[config.mk]
export PLATFORM = sky130hd
export DESIGN_NAME = rx_eq_sequencer
export DESIGN_NICKNAME = d
export VERILOG_FILES = /design/src/rtl/eqs_pkg.sv /design/src/rtl/eqs_retry_ctr.sv /design/src/rtl/eqs_seq_fsm.sv /design/src/rtl/eqs_result_latch.sv /design/src/rtl/rx_eq_sequencer.sv
export SDC_FILE = /design/constraint.sdc
export NUM_CORES = 1
export LEC_CHECK = 0
export ABC_AREA = 0
export BUFFER_PORTS_ARGS = -buffer_cell sky130_fd_sc_hd__buf_2
export CAP_MARGIN = 5
export CORE_ASPECT_RATIO = 1.5
export CORE_MARGIN = 3
export CORE_UTILIZATION = 42
export DETAILED_ROUTE_END_ITERATION = 10
export PLACE_DENSITY = 0.82
export SYNTH_ARGS = -nofsm -noshare
export SYNTH_HDL_FRONTEND = slang
export SYNTH_SLANG_ARGS = --single-unit
[constraint.sdc]
create_clock -name clk -period 1.2 [get_ports clk]
set_input_delay 0.12 -clock clk [delete_from_list [all_inputs] [get_ports clk]]
set_output_delay 0.12 -clock clk [all_outputs]
set_load 0.02 [all_outputs]
[src/rtl/eqs_pkg.sv]
package eqs_pkg;

  typedef enum logic [1:0] {
    EQ_CTRL_IDLE   = 2'b00,
    EQ_CTRL_RSVD   = 2'b01,
    EQ_CTRL_RUN    = 2'b10,
    EQ_CTRL_BYPASS = 2'b11
  } eq_ctrl_e;

  typedef enum logic [1:0] {
    ST_IDLE = 2'b00,
    ST_REQ  = 2'b01,
    ST_GAP  = 2'b10
  } seq_state_e;

  typedef struct packed {
    logic success;
    logic retry;
    logic exhaust;
  } done_class_t;

endpackage

[src/rtl/eqs_retry_ctr.sv]
module eqs_retry_ctr #(
  parameter int MAX_ATTEMPTS = 4
) (
  input  logic clk,
  input  logic rst_n,
  input  logic load_first,
  input  logic bump,
  output logic at_limit
);
  localparam int CNT_W = $clog2(MAX_ATTEMPTS + 1);
  localparam logic [CNT_W-1:0] LIMIT = CNT_W'(MAX_ATTEMPTS);
  localparam logic [CNT_W-1:0] FIRST = CNT_W'(1);

  logic [CNT_W-1:0] attempt_q;

  always_ff @(posedge clk or negedge rst_n) begin
    if (!rst_n) begin
      attempt_q <= '0;
    end else if (load_first) begin
      attempt_q <= FIRST;
    end else if (bump && !at_limit) begin
      attempt_q <= attempt_q + FIRST;
    end
  end

  assign at_limit = (attempt_q >= LIMIT);

endmodule

[src/rtl/eqs_seq_fsm.sv]
module eqs_seq_fsm
  import eqs_pkg::*;
#(
  parameter int PRESET_W = 4
) (
  input  logic                clk,
  input  logic                rst_n,
  input  logic                cmd_valid,
  input  logic                cmd_bypass,
  input  logic [PRESET_W-1:0] cmd_preset,
  input  logic                phy_eq_done,
  input  logic                phy_adapt_done,
  input  logic                at_limit,
  output logic                cmd_ready,
  output logic                cmd_fire,
  output eq_ctrl_e            ctrl_code,
  output logic [PRESET_W-1:0] lp_preset,
  output done_class_t         outcome,
  output logic                failed
);
  seq_state_e          state_q, state_d;
  logic                bypass_q;
  logic [PRESET_W-1:0] preset_q;
  logic                fail_q;
  logic                in_req;

  assign cmd_ready = (state_q == ST_IDLE);
  assign cmd_fire  = cmd_valid && cmd_ready;
  assign in_req    = (state_q == ST_REQ);

  // A done pulse is classified only while a request is outstanding.
  always_comb begin
    outcome = '0;
    if (in_req && phy_eq_done) begin
      if (phy_adapt_done) begin
        outcome.success = 1'b1;
      end else if (at_limit) begin
        outcome.exhaust = 1'b1;
      end else begin
        outcome.retry = 1'b1;
      end
    end
  end

  always_comb begin
    state_d = state_q;
    unique case (state_q)
      ST_IDLE: if (cmd_fire) state_d = ST_REQ;
      ST_REQ: begin
        if (outcome.retry) begin
          state_d = ST_GAP;
        end else if (outcome.success || outcome.exhaust) begin
          state_d = ST_IDLE;
        end
      end
      ST_GAP:  state_d = ST_REQ;
      default: state_d = ST_IDLE;
    endcase
  end

  always_ff @(posedge clk or negedge rst_n) begin
    if (!rst_n) begin
      state_q  <= ST_IDLE;
      bypass_q <= 1'b0;
      preset_q <= '0;
      fail_q   <= 1'b0;
    end else begin
      state_q <= state_d;
      if (cmd_fire) begin
        bypass_q <= cmd_bypass;
        preset_q <= cmd_preset;
        fail_q   <= 1'b0;
      end else if (outcome.exhaust) begin
        fail_q <= 1'b1;
      end
    end
  end

  always_comb begin
    ctrl_code = EQ_CTRL_IDLE;
    if (in_req) begin
      ctrl_code = bypass_q ? EQ_CTRL_BYPASS : EQ_CTRL_RUN;
    end
  end

  assign lp_preset = preset_q;
  assign failed    = fail_q;

endmodule

[src/rtl/eqs_result_latch.sv]
module eqs_result_latch #(
  parameter int COEF_W   = 18,
  parameter int PRESET_W = 4
) (
  input  logic              clk,
  input  logic              rst_n,
  input  logic              capture,
  input  logic              raw_sel,
  input  logic [COEF_W-1:0] raw_word,
  output logic              out_valid,
  output logic              out_sel,
  output logic [COEF_W-1:0] out_word
);
  logic [COEF_W-1:0] shaped;

  // Preset words keep only their low bits; the rest are forced to zero.
  for (genvar b = 0; b < COEF_W; b++) begin : g_shape
    if (b < PRESET_W) begin : g_low
      assign shaped[b] = raw_word[b];
    end else begin : g_high
      assign shaped[b] = raw_word[b] & ~raw_sel;
    end
  end

  always_ff @(posedge clk or negedge rst_n) begin
    if (!rst_n) begin
      out_valid <= 1'b0;
      out_sel   <= 1'b0;
      out_word  <= '0;
    end else begin
      out_valid <= capture;
      if (capture) begin
        out_sel  <= raw_sel;
        out_word <= shaped;
      end
    end
  end

endmodule

[src/rtl/rx_eq_sequencer.sv]
module rx_eq_sequencer
  import eqs_pkg::*;
#(
  parameter int COEF_W       = 18,
  parameter int PRESET_W     = 4,
  parameter int MAX_ATTEMPTS = 4
) (
  input  logic                clk,
  input  logic                rst_n,
  input  logic                cmd_valid,
  output logic                cmd_ready,
  input  logic                cmd_bypass,
  input  logic [PRESET_W-1:0] cmd_preset,
  output logic [1:0]          phy_eq_ctrl,
  output logic [PRESET_W-1:0] phy_lp_preset,
  input  logic                phy_eq_done,
  input  logic                phy_adapt_done,
  input  logic                phy_preset_sel,
  input  logic [COEF_W-1:0]   phy_new_coef,
  output logic                res_valid,
  output logic                res_preset_sel,
  output logic [COEF_W-1:0]   res_coef,
  output logic                eq_failed
);
  logic        fire;
  logic        at_limit;
  eq_ctrl_e    code;
  done_class_t outcome;

  eqs_seq_fsm #(.PRESET_W(PRESET_W)) u_fsm (
    .clk            (clk),
    .rst_n          (rst_n),
    .cmd_valid      (cmd_valid),
    .cmd_bypass     (cmd_bypass),
    .cmd_preset     (cmd_preset),
    .phy_eq_done    (phy_eq_done),
    .phy_adapt_done (phy_adapt_done),
    .at_limit       (at_limit),
    .cmd_ready      (cmd_ready),
    .cmd_fire       (fire),
    .ctrl_code      (code),
    .lp_preset      (phy_lp_preset),
    .outcome        (outcome),
    .failed         (eq_failed)
  );

  eqs_retry_ctr #(.MAX_ATTEMPTS(MAX_ATTEMPTS)) u_ctr (
    .clk        (clk),
    .rst_n      (rst_n),
    .load_first (fire),
    .bump       (outcome.retry),
    .at_limit   (at_limit)
  );

  eqs_result_latch #(.COEF_W(COEF_W), .PRESET_W(PRESET_W)) u_res (
    .clk       (clk),
    .rst_n     (rst_n),
    .capture   (outcome.success),
    .raw_sel   (phy_preset_sel),
    .raw_word  (phy_new_coef),
    .out_valid (res_valid),
    .out_sel   (res_preset_sel),
    .out_word  (res_coef)
  );

  assign phy_eq_ctrl = code;

endmodule

==> impl_metrics.py <==
metrics = {
    "floorplan": {
        "fp.dieW_um": 52.1,
        "dieHeight_um": 75.1,
        "core_area_um2": 2970,
        "start_util": 0.450,
        "rows": 24,
        "ioPinCount": 57,
        "die_area_um2": 3920,
    },
    "sta": {
        "fin_skew_ps": 6.48,
        "post-route-min-period_ps": 1410,
        "finalSetupViolations": 28,
        "rsz0062_at_grt": "true",
        "fin_ws_ps": -208,
        "worst_hold_slack_ps": 67.6,
        "max-slew-margin-rel": 0.746,
        "tightest_slew_ps": 381,
        "fin_crit_sh": 1.17,
        "drv_slew": 0,
        "finalHoldViolations": 0,
        "max_freq_mhz": 710,
    },
    "setup_path": {
        "arrival_ps": 1580,
        "timing.rr.start": "u_fsm.state_q[1]",
        "end_kind": "flip-flop",
        "critical_path_class": "flip-flop to flip-flop",
        "crit_fanout": 3,
        "reg2reg_to": "u_ctr.attempt_q[1]",
        "rrSetupSlack_ps": -210,
        "worstPathRequired_ps": 1370,
        "crit_path_start_kind": "flip-flop",
        "ff2ff_path_depth": 4,
    },
    "yosys": {
        "yosysUniqueCellTypes": 22,
        "synth-seq-cells": 31,
        "syn_area_per_cell_um2": 12.0,
        "synthCells": 112,
        "yosysSeqAreaShare": 0.579,
        "async_flop_share": 1.00,
        "ys.flop_type": "dfrtp_1",
        "synth_fp_nets": 143,
        "yosysWarnings": 0,
        "synth-edff-count": 0,
        "netlist_area_um2": 1340,
    },
    "power_and_ir_drop": {
        "power_density_nw_per_um2": 2230,
        "ir_worst_vdd_mv": 1.38,
        "cellLeakagePower_uw": 0.00109,
    },
    "min_path": {
        "min-delay-start": "phy_new_coef[3]",
        "hp-class": "primary input to flip-flop",
        "whs_path_depth": 2,
        "hold_end": "u_res.out_word[3]",
    },
    "clock_network": {
        "cts_made_buffers": 5,
        "clk_latency_ps": 280,
        "clock_tree.root_cell": "clkbuf_8",
        "numClockSinks": 31,
        "cts_tree": "yes",
        "ctsLongestPathBuffers": 2,
        "path_clk_slew_ps": 60,
        "cts-htree-levels": 2,
    },
    "cells_and_area": {
        "drive_gt1_frac": 0.670,
        "fill_cells": 194,
        "layout.cells.non_filler": 230,
        "area_growth_pct": 58.7,
        "nNetsFinal": 221,
        "diodes": 0,
    },
    "global_route": {
        "first_global_vias": 1157,
        "grt_remaining_overflow": 0,
        "grt_max_degree": 18,
        "grtUsageTotal": 0.186,
        "antenna_found_initial": 0,
        "grt_pass1_wl_um": 5240,
    },
    "detailed_routing": {
        "first_pass_iters": 4,
        "wl_per_cell_um": 14.7,
        "vias_per_cell": 4.88,
        "drt_iter0_drc": 19,
        "drtAntennaViolNets": 0,
        "wirelength_um": 3380,
        "vias": 1122,
        "drc_errors": 0,
    },
    "job": {
        "cap_violations": 0,
    },
    "place": {
        "placed_cells": 208,
        "dp_slack_ps": -145,
        "dp_hpwl_um": 2150,
        "io_buffers": 56,
        "globalplace.congestion": 0.758,
    },
    "run_status": {
        "outcome": "complete, but fails checks",
        "failed_checks": "setup timing",
    },
}
critical path: stages (launching register included):
cell and delay [ps]:
dfrtp_1 400, buf_6 130, and4bb_4 290, nor2b_4 170
mux2_4 310
stage by stage:
step,cell area [um^2],total power [uW],TNS [ps],utilization
finish,2120,4740,-3590,0.715
global route,2120,5030,-4960,0.715
CTS,2020,4510,-3170,0.681
detailed placement,1690,3370,-2430,0.568
global placement,1690,3280,-1340,0.568
floorplan,1340,2770,-786,-
registers in the layout, indices dropped and copies added (netlist names):
name and cells:
u_res.out_word 18, u_fsm.lp_preset 4, u_ctr.attempt_q 3, u_fsm.state_q 2, u_fsm.bypass_q 1, u_fsm.failed 1
u_res.out_sel 1, u_res.out_valid 1
kinds of logic (layout without fill, tap and decap cells):
logic type	count (synthesis)	in the layout	share of synthesized area
compound gates	18	18	0.0710
fa+ha+maj	2	2	0.0187
buf+inv	9	88	0.0411
flops	31	31	0.579
mux	12	12	0.103
simple gates	40	40	0.187
Yosys cell counts (2+ instances only):
master	n	share of area
a21oi_1	2	0.0075
nor2_1	6	0.017
buf_6	2	0.017
nand2b_1	14	0.065
ha_1	2	0.019
dfrtp_1	31	0.58
inv_1	3	0.0084
o21ai_0	15	0.056
nand2_1	14	0.039
mux2_2	10	0.084
buf_2	2	0.0075
layout make-up:
| cell class | instances | area [um^2] | area share |
|---|---|---|---|
| well taps | 39 | 48.8 | 0.0230 |
| clock buffers | 7 | 76.3 | 0.0359 |
| inverters | 3 | 11.3 | 0.00530 |
| repair buffers | 77 | 559 | 0.263 |
| clock inverters | 1 | 5.00 | 0.00236 |
| flip-flops and latches | 31 | 777 | 0.366 |
| multi-input cells | 72 | 647 | 0.304 |
report_power, final:
group | leakage (uW) | switching, uW | internal, uW
clock network | 0.0000422 | 374 | 406
logic | 0.000656 | 1130 | 1060
registers | 0.000388 | 309 | 1460
repair_timing:
action	in CTS	in global routing
setup endpoints to repair	25	32
pin swaps	10	9
resized for setup	37	38
hold buffers	1	0
endpoints found under the hold margin	14	0
cloned	3	1
setup buffers	9	2
layout by cell type (no fill, tap or decap):
cell           instances
inv_1                  3
nand2_4                5
buf_12                 2
o31a_2                 1
and2_4                 1
nor2b_4                1
buf_6                 13
buf_4                  5
dlygate4sd3_1          1
nand2_2                8
o21ai_1                2
o21ai_0                1
ha_1                   2
mux2_4                 6
clkbuf_1               2
buf_2                 54
nand4b_4               1
clkbuf_8               5
and2b_2                1
nor2_1                 6
and4bb_4               1
nand2b_1              14
clkinv_2               1
dfrtp_1               30
nand2_1                1
nor3b_4                1
buf_16                 2
mux2i_1                1
dfrtp_2                1
a21oi_2                2
o21ai_4                1
mux2_2                 5
o21ai_2               11
layer usage:
metal / GRT usage / up-vias / wire (um)
met1: 0.198 / 532 / 1240
met5: 0 / - / 0
met4: 0.0525 / 0 / 55
met3: 0.0614 / 6 / 262
li1: - / 525 / -
met2: 0.345 / 59 / 1830
how the worst max path moves through the flow:
stage                                start  slack (ps)                  to  cells after the start
final                     u_fsm.state_q[1]        -210  u_ctr.attempt_q[1]                      4
after global routing      u_fsm.state_q[1]        -260      phy_eq_ctrl[0]                      4
after detailed placement  u_fsm.state_q[1]        -150  u_res.out_word[11]                      4
after global placement    u_fsm.state_q[0]         -90  u_fsm.lp_preset[0]                      2
after floorplan           u_fsm.state_q[0]        -130      u_fsm.bypass_q                      3
after CTS                 u_fsm.state_q[1]        -200      phy_eq_ctrl[0]                      4
Note: power is estimated with default switching activity, not from simulation.
